### src/rtl/tmr_pkg.sv
package tmr_pkg;

   // Word offsets (byte address bits 11:2) of the live registers
   localparam logic [9:0] W_CTRL   = 10'h000;
   localparam logic [9:0] W_COUNT  = 10'h001;
   localparam logic [9:0] W_RELOAD = 10'h002;
   localparam logic [9:0] W_STATUS = 10'h003;
   // Identification block: byte 0xFD0 .. 0xFFC
   localparam logic [9:0] W_ID_LO  = 10'h3F4;
   localparam logic [9:0] W_ID_HI  = 10'h3FF;
   localparam int         ID_COUNT = 12;

   typedef struct packed {
      logic irq_en;    // bit 3
      logic ext_clk;   // bit 2
      logic ext_gate;  // bit 1
      logic run;       // bit 0
   } ctrl_t;

   function automatic logic [7:0] id_byte(input logic [3:0] idx);
      logic [7:0] b;
      case (idx)
         4'd0:    b = 8'h04;
         4'd4:    b = 8'h22;
         4'd5:    b = 8'hB8;
         4'd6:    b = 8'h1B;
         4'd8:    b = 8'h0D;
         4'd9:    b = 8'hF0;
         4'd10:   b = 8'h05;
         4'd11:   b = 8'hB1;
         default: b = 8'h00;
      endcase
      return b;
   endfunction

endpackage

### src/rtl/tmr_ext_sync.sv
module tmr_ext_sync #(
   parameter int STAGES = 2
) (
   input  logic clk,
   input  logic rst_n,
   input  logic async_i,
   output logic level_o,
   output logic rise_o
);
   if (STAGES < 2) begin : g_bad_stages
      $error("tmr_ext_sync: STAGES must be at least 2");
   end

   logic [STAGES-1:0] chain_q;
   logic              prev_q;

   always_ff @(posedge clk or negedge rst_n) begin
      if (!rst_n) begin
         chain_q <= '0;
         prev_q  <= 1'b0;
      end else begin
         chain_q <= {chain_q[STAGES-2:0], async_i};
         prev_q  <= chain_q[STAGES-1];
      end
   end

   assign level_o = chain_q[STAGES-1];
   assign rise_o  = chain_q[STAGES-1] & ~prev_q;


   edge_single_chk: assert property (@(posedge clk) disable iff (!rst_n)
      rise_o |=> !rise_o);

endmodule

### src/rtl/tmr_tick_sel.sv
module tmr_tick_sel
   import tmr_pkg::*;
(
   input  ctrl_t ctrl_i,
   input  logic  ext_level_i,
   input  logic  ext_rise_i,
   output logic  tick_o
);
   // Clock mode has precedence over gate mode
   always_comb begin
      if (!ctrl_i.run)          tick_o = 1'b0;
      else if (ctrl_i.ext_clk)  tick_o = ext_rise_i;
      else if (ctrl_i.ext_gate) tick_o = ext_level_i;
      else                      tick_o = 1'b1;
   end
endmodule

### src/rtl/tmr_count_core.sv
module tmr_count_core #(
   parameter int CNT_W = 32
) (
   input  logic             clk,
   input  logic             rst_n,
   input  logic             tick_i,
   input  logic             ld_count_i,
   input  logic             ld_reload_i,
   input  logic [CNT_W-1:0] ld_data_i,
   input  logic             irq_en_i,
   input  logic             sts_clr_i,
   output logic [CNT_W-1:0] count_o,
   output logic [CNT_W-1:0] reload_o,
   output logic             sts_o
);
   localparam logic [CNT_W-1:0] ONE  = CNT_W'(1);
   localparam logic [CNT_W-1:0] ZERO = '0;

   logic [CNT_W-1:0] cnt_q, rld_q;
   logic             sts_q;
   logic             ld_any, term;

   assign ld_any = ld_count_i | ld_reload_i;
   assign term   = tick_i & ~ld_any & (cnt_q == ONE);

   always_ff @(posedge clk or negedge rst_n) begin
      if (!rst_n)
         cnt_q <= ZERO;
      else if (ld_any)
         cnt_q <= ld_data_i;
      else if (tick_i) begin
         if (cnt_q == ZERO) cnt_q <= rld_q;
         else               cnt_q <= cnt_q - ONE;
      end
   end

   always_ff @(posedge clk or negedge rst_n) begin
      if (!rst_n)           rld_q <= ZERO;
      else if (ld_reload_i) rld_q <= ld_data_i;
   end

   always_ff @(posedge clk or negedge rst_n) begin
      if (!rst_n)                sts_q <= 1'b0;
      else if (term && irq_en_i) sts_q <= 1'b1;
      else if (sts_clr_i)        sts_q <= 1'b0;
   end

   assign count_o  = cnt_q;
   assign reload_o = rld_q;
   assign sts_o    = sts_q;


   one_to_zero_chk: assert property (@(posedge clk) disable iff (!rst_n)
      (tick_i && !ld_any && cnt_q == ONE) |=> (cnt_q == ZERO));

   hold_then_load_chk: assert property (@(posedge clk) disable iff (!rst_n)
      (tick_i && !ld_any && cnt_q == ZERO) |=> (cnt_q == $past(rld_q)));

   sts_cause_chk: assert property (@(posedge clk) disable iff (!rst_n)
      $rose(sts_q) |-> $past(tick_i && irq_en_i && !ld_any && cnt_q == ONE));

   w1c_clear_chk: assert property (@(posedge clk) disable iff (!rst_n)
      (sts_clr_i && !tick_i) |=> !sts_q);

   zero_reload_chk: assert property (@(posedge clk) disable iff (!rst_n)
      (rld_q == ZERO && cnt_q == ZERO && !ld_any) |=> (cnt_q == ZERO && !$rose(sts_q)));

   idle_hold_chk: assert property (@(posedge clk) disable iff (!rst_n)
      (!tick_i && !ld_any) |=> $stable(cnt_q));

   sw_load_chk: assert property (@(posedge clk) disable iff (!rst_n)
      ld_count_i |=> (cnt_q == $past(ld_data_i)));

endmodule

### src/rtl/apb_dcount_timer.sv
module apb_dcount_timer
   import tmr_pkg::*;
#(
   parameter int CNT_W       = 32,
   parameter int ADDR_W      = 12,
   parameter int SYNC_STAGES = 2
) (
   input  logic              pclk,
   input  logic              presetn,
   input  logic              psel,
   input  logic              penable,
   input  logic              pwrite,
   input  logic [ADDR_W-1:0] paddr,
   input  logic [31:0]       pwdata,
   output logic [31:0]       prdata,
   output logic              pready,
   output logic              pslverr,
   input  logic              ext_in,
   output logic              timer_irq
);
   localparam int DATA_W = 32;
   localparam int PAD_W  = DATA_W - CNT_W;

   if (CNT_W < 2 || CNT_W > DATA_W) begin : g_bad_cnt_w
      $error("apb_dcount_timer: CNT_W must lie in 2..32");
   end
   if (ADDR_W < 12) begin : g_bad_addr_w
      $error("apb_dcount_timer: ADDR_W must cover a 4 KB window");
   end

   logic [9:0]       word;
   logic             wr_en, rd_en;
   ctrl_t            ctrl_q;
   logic             ext_lvl, ext_rise, tick;
   logic [CNT_W-1:0] cnt, rld;
   logic             sts;
   logic [DATA_W-1:0] cnt_ext, rld_ext;
   logic             unused_bits;

   assign word  = paddr[11:2];
   assign wr_en = psel & penable & pwrite;
   assign rd_en = psel & ~pwrite;
   assign unused_bits = ^{paddr, pwdata};

   always_ff @(posedge pclk or negedge presetn) begin
      if (!presetn)                      ctrl_q <= '0;
      else if (wr_en && word == W_CTRL)  ctrl_q <= ctrl_t'(pwdata[3:0]);
   end

   tmr_ext_sync #(.STAGES(SYNC_STAGES)) sync_i (
      .clk     (pclk),
      .rst_n   (presetn),
      .async_i (ext_in),
      .level_o (ext_lvl),
      .rise_o  (ext_rise)
   );

   tmr_tick_sel tick_i (
      .ctrl_i      (ctrl_q),
      .ext_level_i (ext_lvl),
      .ext_rise_i  (ext_rise),
      .tick_o      (tick)
   );

   tmr_count_core #(.CNT_W(CNT_W)) core_i (
      .clk         (pclk),
      .rst_n       (presetn),
      .tick_i      (tick),
      .ld_count_i  (wr_en && word == W_COUNT),
      .ld_reload_i (wr_en && word == W_RELOAD),
      .ld_data_i   (pwdata[CNT_W-1:0]),
      .irq_en_i    (ctrl_q.irq_en),
      .sts_clr_i   (wr_en && word == W_STATUS && pwdata[0]),
      .count_o     (cnt),
      .reload_o    (rld),
      .sts_o       (sts)
   );

   if (PAD_W > 0) begin : g_pad
      assign cnt_ext = {{PAD_W{1'b0}}, cnt};
      assign rld_ext = {{PAD_W{1'b0}}, rld};
   end else begin : g_nopad
      assign cnt_ext = cnt;
      assign rld_ext = rld;
   end

   always_comb begin
      prdata = '0;
      if (rd_en) begin
         if (word >= W_ID_LO && word <= W_ID_HI)
            prdata = {24'h0, id_byte(4'(word - W_ID_LO))};
         else begin
            case (word)
               W_CTRL:   prdata = {28'h0, ctrl_q};
               W_COUNT:  prdata = cnt_ext;
               W_RELOAD: prdata = rld_ext;
               W_STATUS: prdata = {31'h0, sts};
               default:  prdata = '0;
            endcase
         end
      end
   end

   assign pready    = 1'b1;
   assign pslverr   = 1'b0;
   assign timer_irq = sts;


   ctrl_keep_chk: assert property (@(posedge pclk) disable iff (!presetn)
      (wr_en && word != W_CTRL) |=> $stable(ctrl_q));

   irq_follow_chk: assert property (@(posedge pclk) disable iff (!presetn)
      (!ctrl_q.irq_en && !(wr_en && word == W_CTRL)) |=> !$rose(timer_irq));

endmodule

### config.mk
export PLATFORM = sky130hd
export DESIGN_NAME = apb_dcount_timer
export DESIGN_NICKNAME = d
export VERILOG_FILES = /design/src/rtl/tmr_pkg.sv /design/src/rtl/tmr_ext_sync.sv /design/src/rtl/tmr_tick_sel.sv /design/src/rtl/tmr_count_core.sv /design/src/rtl/apb_dcount_timer.sv
export SDC_FILE = /design/constraint.sdc
export NUM_CORES = 1
export LEC_CHECK = 0
export ABC_CLOCK_PERIOD_IN_PS = 3100
export BUFFER_PORTS_ARGS = -buffer_cell sky130_fd_sc_hd__buf_2
export CORE_ASPECT_RATIO = 0.6
export CORE_MARGIN = 8
export CORE_UTILIZATION = 55
export CTS_CLUSTER_SIZE = 8
export DETAILED_ROUTE_END_ITERATION = 12
export PLACE_DENSITY = 0.79
export SLEW_MARGIN = 10
export SYNTH_ARGS = -nofsm -noshare
export SYNTH_HDL_FRONTEND = slang
export SYNTH_SLANG_ARGS = --single-unit
export TNS_END_PERCENT = 1
### constraint.sdc
create_clock -name pclk -period 3.1 [get_ports pclk]
set_input_delay 0.62 -clock pclk [delete_from_list [all_inputs] [get_ports pclk]]
set_output_delay 0.62 -clock pclk [all_outputs]
set_load 0.005 [all_outputs]
# Yosys cells after proc, flatten, opt, wreduce, memory -nomap -nowiden
# Memories as Yosys holds them, arrays and structs flattened.
# Index checks and enable logic that the tools add are counted.
[totals]
mem_count = 1
romBits = 128
word_cells = 50
in_bits = 50
ff_bits = 72
[classes]
bitwise_logic = 10
mux = 11
reduce_logical = 11
n_eq_ne = 4
n_addsub = 2
n_lt_le_gt_ge = 2
[mem_list]
columns = ["name", "words", "word_bits", "read_ports", "rd_ports_with_merged_regs", "wr", "line_no", "source"]
rows = [
  ["(name not given)", 16, 8, 1, 0, 0, "tmr_pkg.sv:22", "case (idx)"],
]
[op_table]
columns = ["op", "count"]
rows = [
  ["$mux 32", 5],
  ["$pmux 32 s4", 1],
  ["$eq 32x1->1 const B", 1],
  ["$logic_not 32->1", 1],
  ["$sub 32x1->32 const B", 1],
  ["$eq 10x2->1 const B", 2],
  ["$eq 10x1->1 const B", 1],
  ["$ge 10x10->1 const B", 1],
  ["$le 10x10->1 const B", 1],
  ["$logic_not 10->1", 1],
  ["$logic_and 1x1->1", 7],
  ["$and 1x1->1", 6],
  ["$mux 1", 5],
  ["$reduce_bool 2->1", 2],
  ["$sub 4x3->4 const B", 1],
  ["$not 1->1", 3],
  ["$or 1x1->1", 1],
]

# Longest topological paths before layout
# Gate-level depths: netlist of run 1.
[depth]
ltp_word = 9
depth_mapped = 9
mapped_depth_nobuf = 7

# Cells and area by module
# From an unflattened synthesis of run 1, not the netlist that was laid out.
[unflattened]
cells_unflattened = 505
area_unflattened_um2 = 4606.9
[by_module_without_submodules]
columns = ["mod", "instances", "area_each_um2", "cells_per_inst"]
rows = [
  ["tmr_count_core", 1, 3520.9, 359],
  ["apb_dcount_timer", 1, 977.2, 139],
  ["tmr_ext_sync", 1, 88.8, 4],
  ["tmr_tick_sel", 1, 20.0, 3],
]

# Worst setup path after synthesis of run 1
# OpenSTA, ideal clock, no wires.
[synth_path]
path_kind = "in2out"
startpoint = "in paddr[3]"
endpoint = "out prdata[6]"
n_path_buf = 1
t_arrival_ns = 2.204
required_ns = 2.480
setup_slack_ns = 0.276
path_stages = 8
cell_sequence = "inv_1 -> ha_1 -> clkbuf_1 -> nand2_1 -> a211oi_1 -> a22o_1 -> a22oi_1 -> nor2_1"
[synth_between]
elab_chain_cells = 4
[synth_lines]
columns = ["item", "line_no", "source"]
rows = [
  ["from (decl)", "apb_dcount_timer.sv:13", "input logic [ADDR_W-1:0] paddr,"],
  ["$sub 4x3->4 (tied with other cells)", "apb_dcount_timer.sv:91", "prdata = {24'h0, id_byte(4'(word - W_ID_LO))};"],
  ["$mem_v2 16x8 (tied with other cells)", "--", ""],
  ["$mux 32 (*)", "apb_dcount_timer.sv:90", "if (word >= W_ID_LO && word <= W_ID_HI)"],
  ["$mux 32 (*)", "apb_dcount_timer.sv:89", "if (rd_en) begin"],
  ["to (decl)", "apb_dcount_timer.sv:15", "output logic [31:0] prdata,"],
]
# Every way passes the cells marked *; elsewhere a longest branch is shown, timed or not.

# Worst setup path after layout of run 1
[layout_path]
startpoint = "in paddr[4]"
endpoint = "out prdata[24]"
[layout_between]
elab_chain_cells = 4
[layout_lines]
columns = ["item", "line_no"]
rows = [
  ["$ge 10x10->1 (tied with other cells)", "apb_dcount_timer.sv:90"],
  ["$logic_and 1x1->1 or $pmux 32 s4 (tied branches)", "apb_dcount_timer.sv:90, apb_dcount_timer.sv:93"],
  ["$mux 32 (*)", "apb_dcount_timer.sv:90"],
  ["$mux 32 (*)", "apb_dcount_timer.sv:89"],
]
# Marked as above.

==> results of run 1 <==
stage by stage:
step	utilization	worst slack (ns)	setup TNS, ns	cells	cell area, sq um
final	0.6690	0.09420	0	685	5637
after global routing	0.6690	0.01424	0	685	5637
after CTS	0.6677	0.05761	0	685	5625
after detailed placement	0.6288	-0.09135	-1.047	670	5298
after global placement	0.6288	0.06397	0	670	5298
after floorplan	-	0.2757	0	499	4738
flip-flops by register name (all words and copies together), names as in the netlist:
register         flops
core_i.count_o      32
core_i.reload_o     32
ctrl_q               4
sync_i.chain_q       2
core_i.sts_o         1
sync_i.prev_q        1
cell usage in the layout, fill, tap and decap left out, types with 5 or more instances in the layout:
cell type and instances:
o21ai_0 16, o31ai_1 17, or3_1 5, xor2_1 7, buf_2 80, nor2_1 53
inv_1 9, mux2_2 35, a22oi_1 55, nand2_1 17, nor3_1 20, o31a_1 5
mux2i_1 15, buf_4 15, a221oi_1 5, xnor2_1 8, dfrtp_1 72, a21oi_1 9
nand3_1 7, nor4_1 17, clkbuf_16 9, ha_1 11, nand4_1 8
power by group through the flow:
stage | clock (mW) | combinational [mW] | sequential [mW]
floorplan | 0 | 0.160 | 0.979
global placement | 0 | 0.256 | 0.985
detailed placement | 0 | 0.265 | 0.987
CTS | 1.14 | 0.269 | 0.970
global route | 1.18 | 0.301 | 0.972
finish | 1.13 | 0.274 | 0.971
final cells by class:
type                    count  area (sq um)  area share
well taps                 112         140.1     0.02486
clock buffers              12         256.5     0.04550
multi-input cells         378          2746      0.4872
clock inverters             3         65.06     0.01154
inverters                   9         33.78    0.005993
flip-flops and latches     72          1802      0.3196
repair buffers             99         593.1      0.1052
timing repair:
item	in CTS	in global routing
resized for setup	1	2
pin swaps	0	0
buffers inserted	0	0
hold endpoints to repair	0	0
endpoints found under the setup margin	24	24
worst max-delay path by stage:
stage,startpoint,end,slack [ns],depth (start not counted)
floorplan,paddr[3],prdata[6],0.28,8
global placement,paddr[4],prdata[23],0.06,9
detailed placement,paddr[4],prdata[24],-0.09,9
CTS,paddr[4],prdata[24],0.06,9
global route,paddr[4],prdata[6],0.01,9
finish,paddr[4],prdata[24],0.09,9
per-layer routing:
metal,GRT usage,vias to the layer above,part of all wire
li1,-,2051,-
met1,0.3313,2267,0.44
met2,0.3700,249,0.45
met3,0.06873,25,0.099
met4,0.08417,0,0.018
met5,0,-,0
cell families after synthesis:
family	count (synthesis)
AOI/OAI and AO/OA	137
xor gates and xnor gates	15
adders and majority gates	11
buffers and inverters	49
DFF	72
muxes	50
other	2
and+or+nand+nor	163
==> impl_metrics.json, run 1 <==
{
  "rows": 26,
  "finalPower_mw": 2.373,
  "synth_cell_types": 60,
  "synth-adder-area-share": 0.02905,
  "crit_path_frequent_cell": "buf_2",
  "fin_crit_ns": 3.006,
  "internal_power_mw": 1.800,
  "p_leak_nw": 2.662,
  "pwr-share-clk": 0.475,
  "die_area_sq_um": 11940,
  "die_h_um": 87.90,
  "yosys_most_used_dff": "dfrtp_1",
  "worst-path-buf-inv": 4,
  "critical_path_required_ns": 2.48,
  "core_sq_um": 8426,
  "reg2regPathDepth": 6,
  "dr.pass1.iters": 5,
  "ys_ff_latch": 72,
  "hold_buffers": 0,
  "p_switching_mw": 0.5739,
  "drive_gt1_frac": 0.2880,
  "wire_per_inst_um": 20.72,
  "first_global_vias": 4413,
  "fin_worst_skew_ns": 0.003861,
  "setup_viol": 0,
  "synth-simple-area-share": 0.1930,
  "cts-root-buf": "clkbuf_16",
  "routed_wl_mm": 14.19,
  "numCtsBuffers": 9,
  "path_class": "primary input to output port",
  "yosysTopAreaCellShare": 0.3802,
  "netlist_area_sq_um": 4738,
  "synthXorXnorAreaFrac": 0.02773,
  "ant_nets": 0,
  "fin_crit_sh": 0.9696,
  "synth_common_cells": "dfrtp_1, a22oi_1, nor2_1, mux2_2, clkbuf_1",
  "num_vias": 4592,
  "crit_slowest_cell": "or3_1",
  "via_per_inst": 6.704,
  "start_kind": "primary input",
  "async_flop_share": 1.000,
  "fin_nets": 630,
  "powerDensity_nw_per_um2": 421.1,
  "synth_area_leaders": "dfrtp_1, a22oi_1, mux2_2",
  "grt.total_usage": 0.2451,
  "yosysMostFrequentCell": "dfrtp_1",
  "ys_warn_count": 0,
  "sw_frac_of_total": 0.2418,
  "crit_path_end_kind": "output port",
  "io_pins": 85,
  "muxShareOfSynthArea": 0.1149,
  "syn_avg_cell_area_sq_um": 9.496,
  "synth_compound_area_frac": 0.2089,
  "crit_family": "simple AND/OR/NAND/NOR gates",
  "hp-class": "primary input to asynchronous set/reset pin",
  "r2r-end": "core_i.count_o[28]",
  "io_buffers": 80,
  "fillers": 663,
  "fmax_mhz": 332.7,
  "drtIter0Drc": 543,
  "r2r_start": "core_i.count_o[27]",
  "grt_pass1_wl_mm": 23.13,
  "seqPwrFrac": 0.409,
  "r2r_slack_ns": 0.43,
  "whs_ns": 0.2906,
  "final_hold_viol_count": 0,
  "die_w_um": 135.8,
  "max_cap_violations": 0,
  "synth_cells": 499,
  "clk_pin_slew_ns": 0.05,
  "synth_seq_area_share": 0.3802,
  "grt_max_degree": 48,
  "gp_congestion": 0.9196,
  "comb_power_share": 0.116,
  "antenna_found_initial": 0,
  "htreeDepth": 3,
  "clk_latency_ns": 0.34,
  "overflow": 0,
  "vdd_drop_max_uv": 268.9,
  "netlist.top_cell.by_area": "dfrtp_1",
  "clockBufferDepth": 2,
  "syn_to_final_growth_pct": 18.96,
  "synth_edf_count": 0,
  "dp_hpwl_mm": 9.808,
  "slowest_delay_ns": 0.44,
  "syn_nets": 560,
  "status": "finished clean",
  "slew_violations": 0,
  "cts_tree": "built",
  "synth_top_family_by_area": "compound AO/OA/AOI/OAI gates",
  "tightest_slew_ns": 1.287,
  "relSlewSlack": 0.1420,
  "cp_max_fo": 24,
  "rsz0062_at_grt": "no",
  "drc": 0,
  "path_cells": "buf_2 > inv_1 > ha_1 > nor4b_4 > nand2_2 > or3_1 > buf_12 > nor2_1 > buf_2",
  "cp.arrival_ns": 2.39,
  "initial_utilization": 0.5624,
  "antennaDiodeCount": 0,
  "cts.sinks": 72
}
No activity file was read; power rests on OpenSTA's default activity.
==> inputs of run 2 (changes only) <==
--- a/config.mk
+++ b/config.mk
@@ -5,14 +5,15 @@
 export SDC_FILE = /design/constraint.sdc
 export NUM_CORES = 1
 export LEC_CHECK = 0
-export ABC_CLOCK_PERIOD_IN_PS = 3100
+export ABC_CLOCK_PERIOD_IN_PS = 2500
 export BUFFER_PORTS_ARGS = -buffer_cell sky130_fd_sc_hd__buf_2
 export CORE_ASPECT_RATIO = 0.6
 export CORE_MARGIN = 8
-export CORE_UTILIZATION = 55
+export CORE_UTILIZATION = 51
 export CTS_CLUSTER_SIZE = 8
 export DETAILED_ROUTE_END_ITERATION = 12
-export PLACE_DENSITY = 0.79
+export GPL_TIMING_DRIVEN = 0
+export PLACE_DENSITY = 0.77
 export SLEW_MARGIN = 10
 export SYNTH_ARGS = -nofsm -noshare
 export SYNTH_HDL_FRONTEND = slang
==> constraint.sdc (replaced) <==
create_clock -name pclk -period 2.5 [get_ports pclk]
set_input_delay 0.5 -clock pclk [delete_from_list [all_inputs] [get_ports pclk]]
set_output_delay 0.5 -clock pclk [all_outputs]
set_load 0.005 [all_outputs]
==> impl_metrics.json, run 2 (synthesized netlist as in run 1, its figures left out) <==
{
  "status": "finished with violations",
  "violations": "setup timing",
  "wire_per_inst_um": 22.30,
  "antenna_found_initial": 0,
  "cp_max_fo": 7,
  "grt_pass1_wl_mm": 25.48,
  "tightest_slew_ns": 0.7253,
  "htreeDepth": 3,
  "antennaDiodeCount": 0,
  "die_h_um": 90.66,
  "num_vias": 4821,
  "fin_crit_ns": 2.578,
  "drtIter0Drc": 586,
  "io_pins": 85,
  "cts-root-buf": "clkbuf_16",
  "routed_wl_mm": 16.17,
  "cts.sinks": 72,
  "hold_buffers": 0,
  "fillers": 733,
  "r2r_start": "core_i.count_o[6]",
  "die_area_sq_um": 12730,
  "first_global_vias": 4721,
  "start_kind": "primary input",
  "stdcell_area_sq_um": 6155,
  "hp-class": "primary input to asynchronous set/reset pin",
  "relSlewSlack": 0.5165,
  "path_class": "primary input to output port",
  "r2r-end": "core_i.count_o[30]",
  "drive_gt1_frac": 0.3645,
  "clockBufferDepth": 2,
  "crit_start": "paddr[4]",
  "die_w_um": 140.4,
  "grt.total_usage": 0.2509,
  "fin_worst_skew_ns": 0.005194,
  "final_common_cell": "buf_2",
  "crit_path_end_kind": "output port",
  "fin_ws_ns": -0.07821,
  "slew_violations": 0,
  "critical_path_required_ns": 2.00,
  "initial_utilization": 0.5214,
  "cts_tree": "built",
  "whs_ns": 0.06461,
  "dp_hpwl_mm": 11.01,
  "rsz0062_at_grt": "yes",
  "fmax_mhz": 387.9,
  "placed_area_sq_um": 5319,
  "fin_crit_sh": 1.031,
  "p_leak_nw": 2.811,
  "ant_nets": 0,
  "vdd_drop_max_uv": 381.6,
  "clk_pin_slew_ns": 0.06,
  "drc": 0,
  "numCtsBuffers": 9,
  "max_cap_violations": 0,
  "gp_congestion": 0.9294,
  "cp.arrival_ns": 2.08,
  "final_hold_viol_count": 0,
  "final_cell_mix": "buf_2, dfrtp_1, a22oi_1",
  "io_buffers": 80,
  "grt_max_degree": 51,
  "powerDensity_nw_per_um2": 472.4,
  "dr.pass1.iters": 5,
  "r2r_slack_ns": 0,
  "via_per_inst": 6.650,
  "fin_nets": 665,
  "crit_end": "prdata[24]",
  "setup_viol": 23,
  "reg2regPathDepth": 5,
  "overflow": 0,
  "core_sq_um": 9087,
  "rows": 27,
  "syn_to_final_growth_pct": 29.89,
  "clk_latency_ns": 0.34
}
==> run 2: changes by cell type in the layout (fill, tap and decap cells not counted), moves of 7 or more <==
cell | previous run | this run
a22oi_2 | 0 | 8
nor2_1 | 53 | 41
buf_6 | 0 | 7
a22oi_1 | 55 | 47
nor2_2 | 0 | 8
clkbuf_1 | 1 | 13
==> run 2: per-stage QoR <==
stage	setup TNS (ns)	std cells	power, mW	setup slack, ns	util
detailed placement	-41.16	696	1.556	-0.9686	0.5853
floorplan	-0.3758	499	1.413	-0.01879	-
finish	-0.8436	725	2.907	-0.07821	0.6773
global route	-2.659	725	3.003	-0.1433	0.6773
global placement	-31.45	695	1.541	-0.8248	0.5820
CTS	-0.1767	723	2.890	-0.02169	0.6669
==> run 2: final cells by class <==
class	count	area, sq um	share of cell area
timing repair buffer	99	624.3	0.1014
clock buffer	11	242.7	0.03944
multi-input combinational	379	2964	0.4816
inverter	9	41.29	0.006709
sequential	72	1802	0.2927
buffer	34	279.0	0.04533
clock inverter	5	56.30	0.009148
tap	116	145.1	0.02358
==> run 2: power by group <==
part           switching [mW]  internal, mW
sequential             0.0199          1.18
clock                   0.513         0.798
combinational           0.241         0.155
total                   0.774          2.13
==> run 2: worst min path at each step <==
stage | from | endpoint | slack (ns) | depth (start not counted)
CTS | presetn | core_i.reload_o[28] | 0.06 | 1
floorplan | presetn | core_i.count_o[0] | 0.20 | 0
global route | presetn | sync_i.chain_q[1] | 0.07 | 1
global placement | sync_i.chain_q[0] | sync_i.chain_q[1] | 0.34 | 0
detailed placement | sync_i.chain_q[0] | sync_i.chain_q[1] | 0.34 | 0
finish | presetn | core_i.reload_o[28] | 0.06 | 1
==> run 2: timing repair <==
item,CTS,global route
cloned,5,0
buffers inserted,12,2
pin swaps,14,15
endpoints found under the setup margin,59,54
gates resized for setup,72,28
==> run 2: critical path: stages <==
cell and delay (ns):
buf_8 0.10, inv_6 0.05, ha_4 0.13, nor4b_4 0.27, buf_4 0.18, and3_4 0.33
clkbuf_16 0.20, a22oi_2 0.10, nor2_4 0.09, buf_2 0.11
==> run 2: per-layer routing <==
| metal | wire length [um] | global-route usage | vias to the layer above |
|---|---|---|---|
| met5 | 0 | 0 | - |
| met4 | 261 | 0.06289 | 0 |
| met3 | 1851 | 0.07493 | 28 |
| met2 | 6856 | 0.3609 | 301 |
| met1 | 7197 | 0.3573 | 2360 |
| li1 | - | - | 2132 |
==> inputs of run 3 (changes only) <==
--- a/config.mk
+++ b/config.mk
@@ -14,8 +14,8 @@
 export DETAILED_ROUTE_END_ITERATION = 12
 export GPL_TIMING_DRIVEN = 0
 export PLACE_DENSITY = 0.77
-export SLEW_MARGIN = 10
 export SYNTH_ARGS = -nofsm -noshare
 export SYNTH_HDL_FRONTEND = slang
+export SYNTH_HIERARCHICAL = 1
 export SYNTH_SLANG_ARGS = --single-unit
 export TNS_END_PERCENT = 1
==> impl_metrics.json, run 3 <==
{
  "drive_gt1_frac": 0.3886,
  "grt_pass1_wl_mm": 25.76,
  "grt_max_degree": 66,
  "fmax_mhz": 321.3,
  "slowest_delay_ns": 0.52,
  "relSlewSlack": 0.5946,
  "final_common_cell": "buf_2",
  "r2r_slack_ns": -0.12,
  "numCtsBuffers": 9,
  "critical_path_required_ns": 2.00,
  "start_kind": "primary input",
  "dp_hpwl_mm": 11.46,
  "netlist.top_cell.by_area": "dfrtp_1",
  "cts-root-buf": "clkbuf_16",
  "cp_max_fo": 6,
  "p_leak_nw": 2.694,
  "async_flop_share": 1.000,
  "seqPwrFrac": 0.455,
  "rows": 27,
  "slew_violations": 0,
  "synth_cell_types": 60,
  "worst-path-buf-inv": 5,
  "wire_per_inst_um": 22.61,
  "worstHoldEndpoint": "sync_i/chain_q[0]",
  "fin_crit_ns": 3.112,
  "synth_seq_area_share": 0.3911,
  "path_depth": 10,
  "rsz0062_at_grt": "yes",
  "r2r-end": "core_i/count_o[8]",
  "die_area_sq_um": 12430,
  "final_cell_mix": "buf_2, dfrtp_1, nor2_1",
  "clk_latency_ns": 0.34,
  "io_pins": 85,
  "crit_path_frequent_cell": "buf_12",
  "die_h_um": 89.62,
  "clockBufferDepth": 2,
  "setup_tns_ns": -18.19,
  "wl_met2_mm": 7.173,
  "ys_warn_count": 6,
  "drt-met1-wl_mm": 6.838,
  "overflow": 0,
  "final_hold_viol_count": 0,
  "synth_edf_count": 0,
  "antenna_found_initial": 0,
  "crit_path_end_kind": "output port",
  "syn_avg_cell_area_sq_um": 9.123,
  "pwr-share-clk": 0.446,
  "fin_ws_ns": -0.6122,
  "reg2regPathDepth": 6,
  "path_cells": "buf_12 > inv_12 > ha_4 > or4b_4 > or4_4 > or3_4 > buf_12 > buf_12 > nor2_4 > buf_2",
  "grt.total_usage": 0.2650,
  "hp-class": "primary input to flop",
  "gp_congestion": 0.9052,
  "routed_wl_mm": 16.53,
  "first_global_vias": 4822,
  "hold_depth": 1,
  "initial_utilization": 0.5127,
  "crit_slowest_cell": "or4_4",
  "yosys_most_used_dff": "dfrtp_1",
  "dr.pass1.iters": 7,
  "ys_ff_latch": 72,
  "antennaDiodeCount": 0,
  "tightest_slew_ns": 0.6081,
  "clk_pin_slew_ns": 0.06,
  "fin_crit_sh": 1.245,
  "sw_frac_of_total": 0.2671,
  "io_buffers": 80,
  "fin_worst_skew_ns": 0.006343,
  "status": "finished with violations",
  "cts_tree": "built",
  "ant_nets": 0,
  "path_class": "primary input to output port",
  "whs_ns": 0.2596,
  "vdd_drop_max_uv": 411.1,
  "netlist_area_sq_um": 4607,
  "drc": 0,
  "maxUsedRoutingLayer": "met4",
  "via_per_inst": 6.640,
  "fin_nets": 670,
  "r2r_start": "core_i/count_o[11]",
  "synth_area_leaders": "dfrtp_1, mux2_2, nor2_1",
  "cts.sinks": 72,
  "comb_power_share": 0.100,
  "yosysTopAreaCellShare": 0.3911,
  "core_sq_um": 8986,
  "yosysMostFrequentCell": "dfrtp_1",
  "syn_nets": 565,
  "num_vias": 4854,
  "powerDensity_nw_per_um2": 437.0,
  "wl_met3_mm": 2.226,
  "crit_family": "simple AND/OR/NAND/NOR gates",
  "p_switching_mw": 0.7169,
  "seq_area_sq_um": 1804,
  "synth_common_cells": "dfrtp_1, nor2_1, mux2_2, a21oi_1, a22oi_1",
  "worstHoldStart": "ext_in",
  "synth_cells": 505,
  "cp.arrival_ns": 2.61,
  "violations": "setup timing",
  "multi_input_area_sq_um": 2945,
  "syn_to_final_growth_pct": 33.32,
  "fillers": 686,
  "setup_viol": 48,
  "die_w_um": 138.7,
  "max_cap_violations": 0,
  "htreeDepth": 3,
  "internal_power_mw": 1.967,
  "drtIter0Drc": 696
}
[run 3: changes by cell type after synthesis, moves of 10 or more]
cell and delta:
mux2i_1 -13, a21oi_1 +21, a22oi_1 -29, o31ai_1 -13, nor2_1 +10, and3_1 +14
[run 3: worst register-to-register path, cell delays in order, from the launching register on]
cell      delay, ns
dfrtp_1        0.43
or4_4          0.62
nor3_4         0.34
nand4_1        0.45
buf_4          0.36
o211ai_1       0.17
o21ai_0        0.12
[run 3: worst max-delay path by stage]
stage / startpoint / end / slack [ns]
6_report: paddr[4] / prdata[21] / -0.61
5_1_grt: paddr[4] / prdata[14] / -0.66
4_1_cts: paddr[4] / prdata[21] / -0.81
3_5_place_dp: paddr[3] / prdata[11] / -1.33
3_3_place_gp: paddr[2] / core_i/count_o[21] / -1.22
2_1_floorplan: paddr[4] / prdata[11] / -0.49
[run 3: routing by layer]
metal  up-vias  global-route usage
met3        41             0.09710
met5         -                   0
met1      2374              0.3478
li1       2097                   -
met2       342              0.4004
met4         0             0.09001
[run 3: power groups by stage]
stage | clock network [mW] | registers, mW | logic [mW]
6_report | 1.20 | 1.22 | 0.267
5_1_grt | 1.27 | 1.22 | 0.289
4_1_cts | 1.21 | 1.22 | 0.253
3_5_place_dp | 0 | 1.24 | 0.238
3_3_place_gp | 0 | 1.24 | 0.220
2_1_floorplan | 0 | 1.23 | 0.123
[run 3: layout make-up]
class | instances | area share
Timing Repair Buffer | 96 | 0.1010
Clock inverter | 7 | 0.007945
Buffer | 30 | 0.04685
Tap cell | 116 | 0.02363
Multi-Input combinational cell | 389 | 0.4795
Sequential cell | 72 | 0.2937
Inverter | 12 | 0.01059
Clock buffer | 9 | 0.03667
[run 3: metrics by stage]
stage                     setup WS (ns)  instances  cell area (sq um)  power, mW    util
after CTS                       -0.8060        727               6010      2.679  0.6688
after detailed placement         -1.326        703               5408      1.476  0.6018
after global routing            -0.6584        731               6142      2.780  0.6835
after global placement           -1.220        701               5366      1.455  0.5972
after floorplan                 -0.4930        505               4821      1.350       -
final                           -0.6122        731               6142      2.684  0.6835
[run 3: repair_timing]
action	4_1_cts	5_1_grt
pin swaps	6	12
gates cloned	2	0
setup buffers	5	6
setup endpoints to repair	99	93
resized for setup	74	53
hold buffers	1	0
endpoints found under the hold margin	7	0
[run 3: cell families (layout without fill, tap and decap cells)]
kind of cell	Yosys count	in the layout	share of synthesized area
AND/OR/NAND/NOR	185	185	0.2121
AO/OA/AOI/OAI	134	134	0.1958
flip-flops	72	72	0.3911
buffers and inverters	44	154	0.04182
multiplexers	38	38	0.09234
XOR/XNOR	20	20	0.03802
adder cells (fa/ha/maj)	10	10	0.02716
other	2	2	0.001630
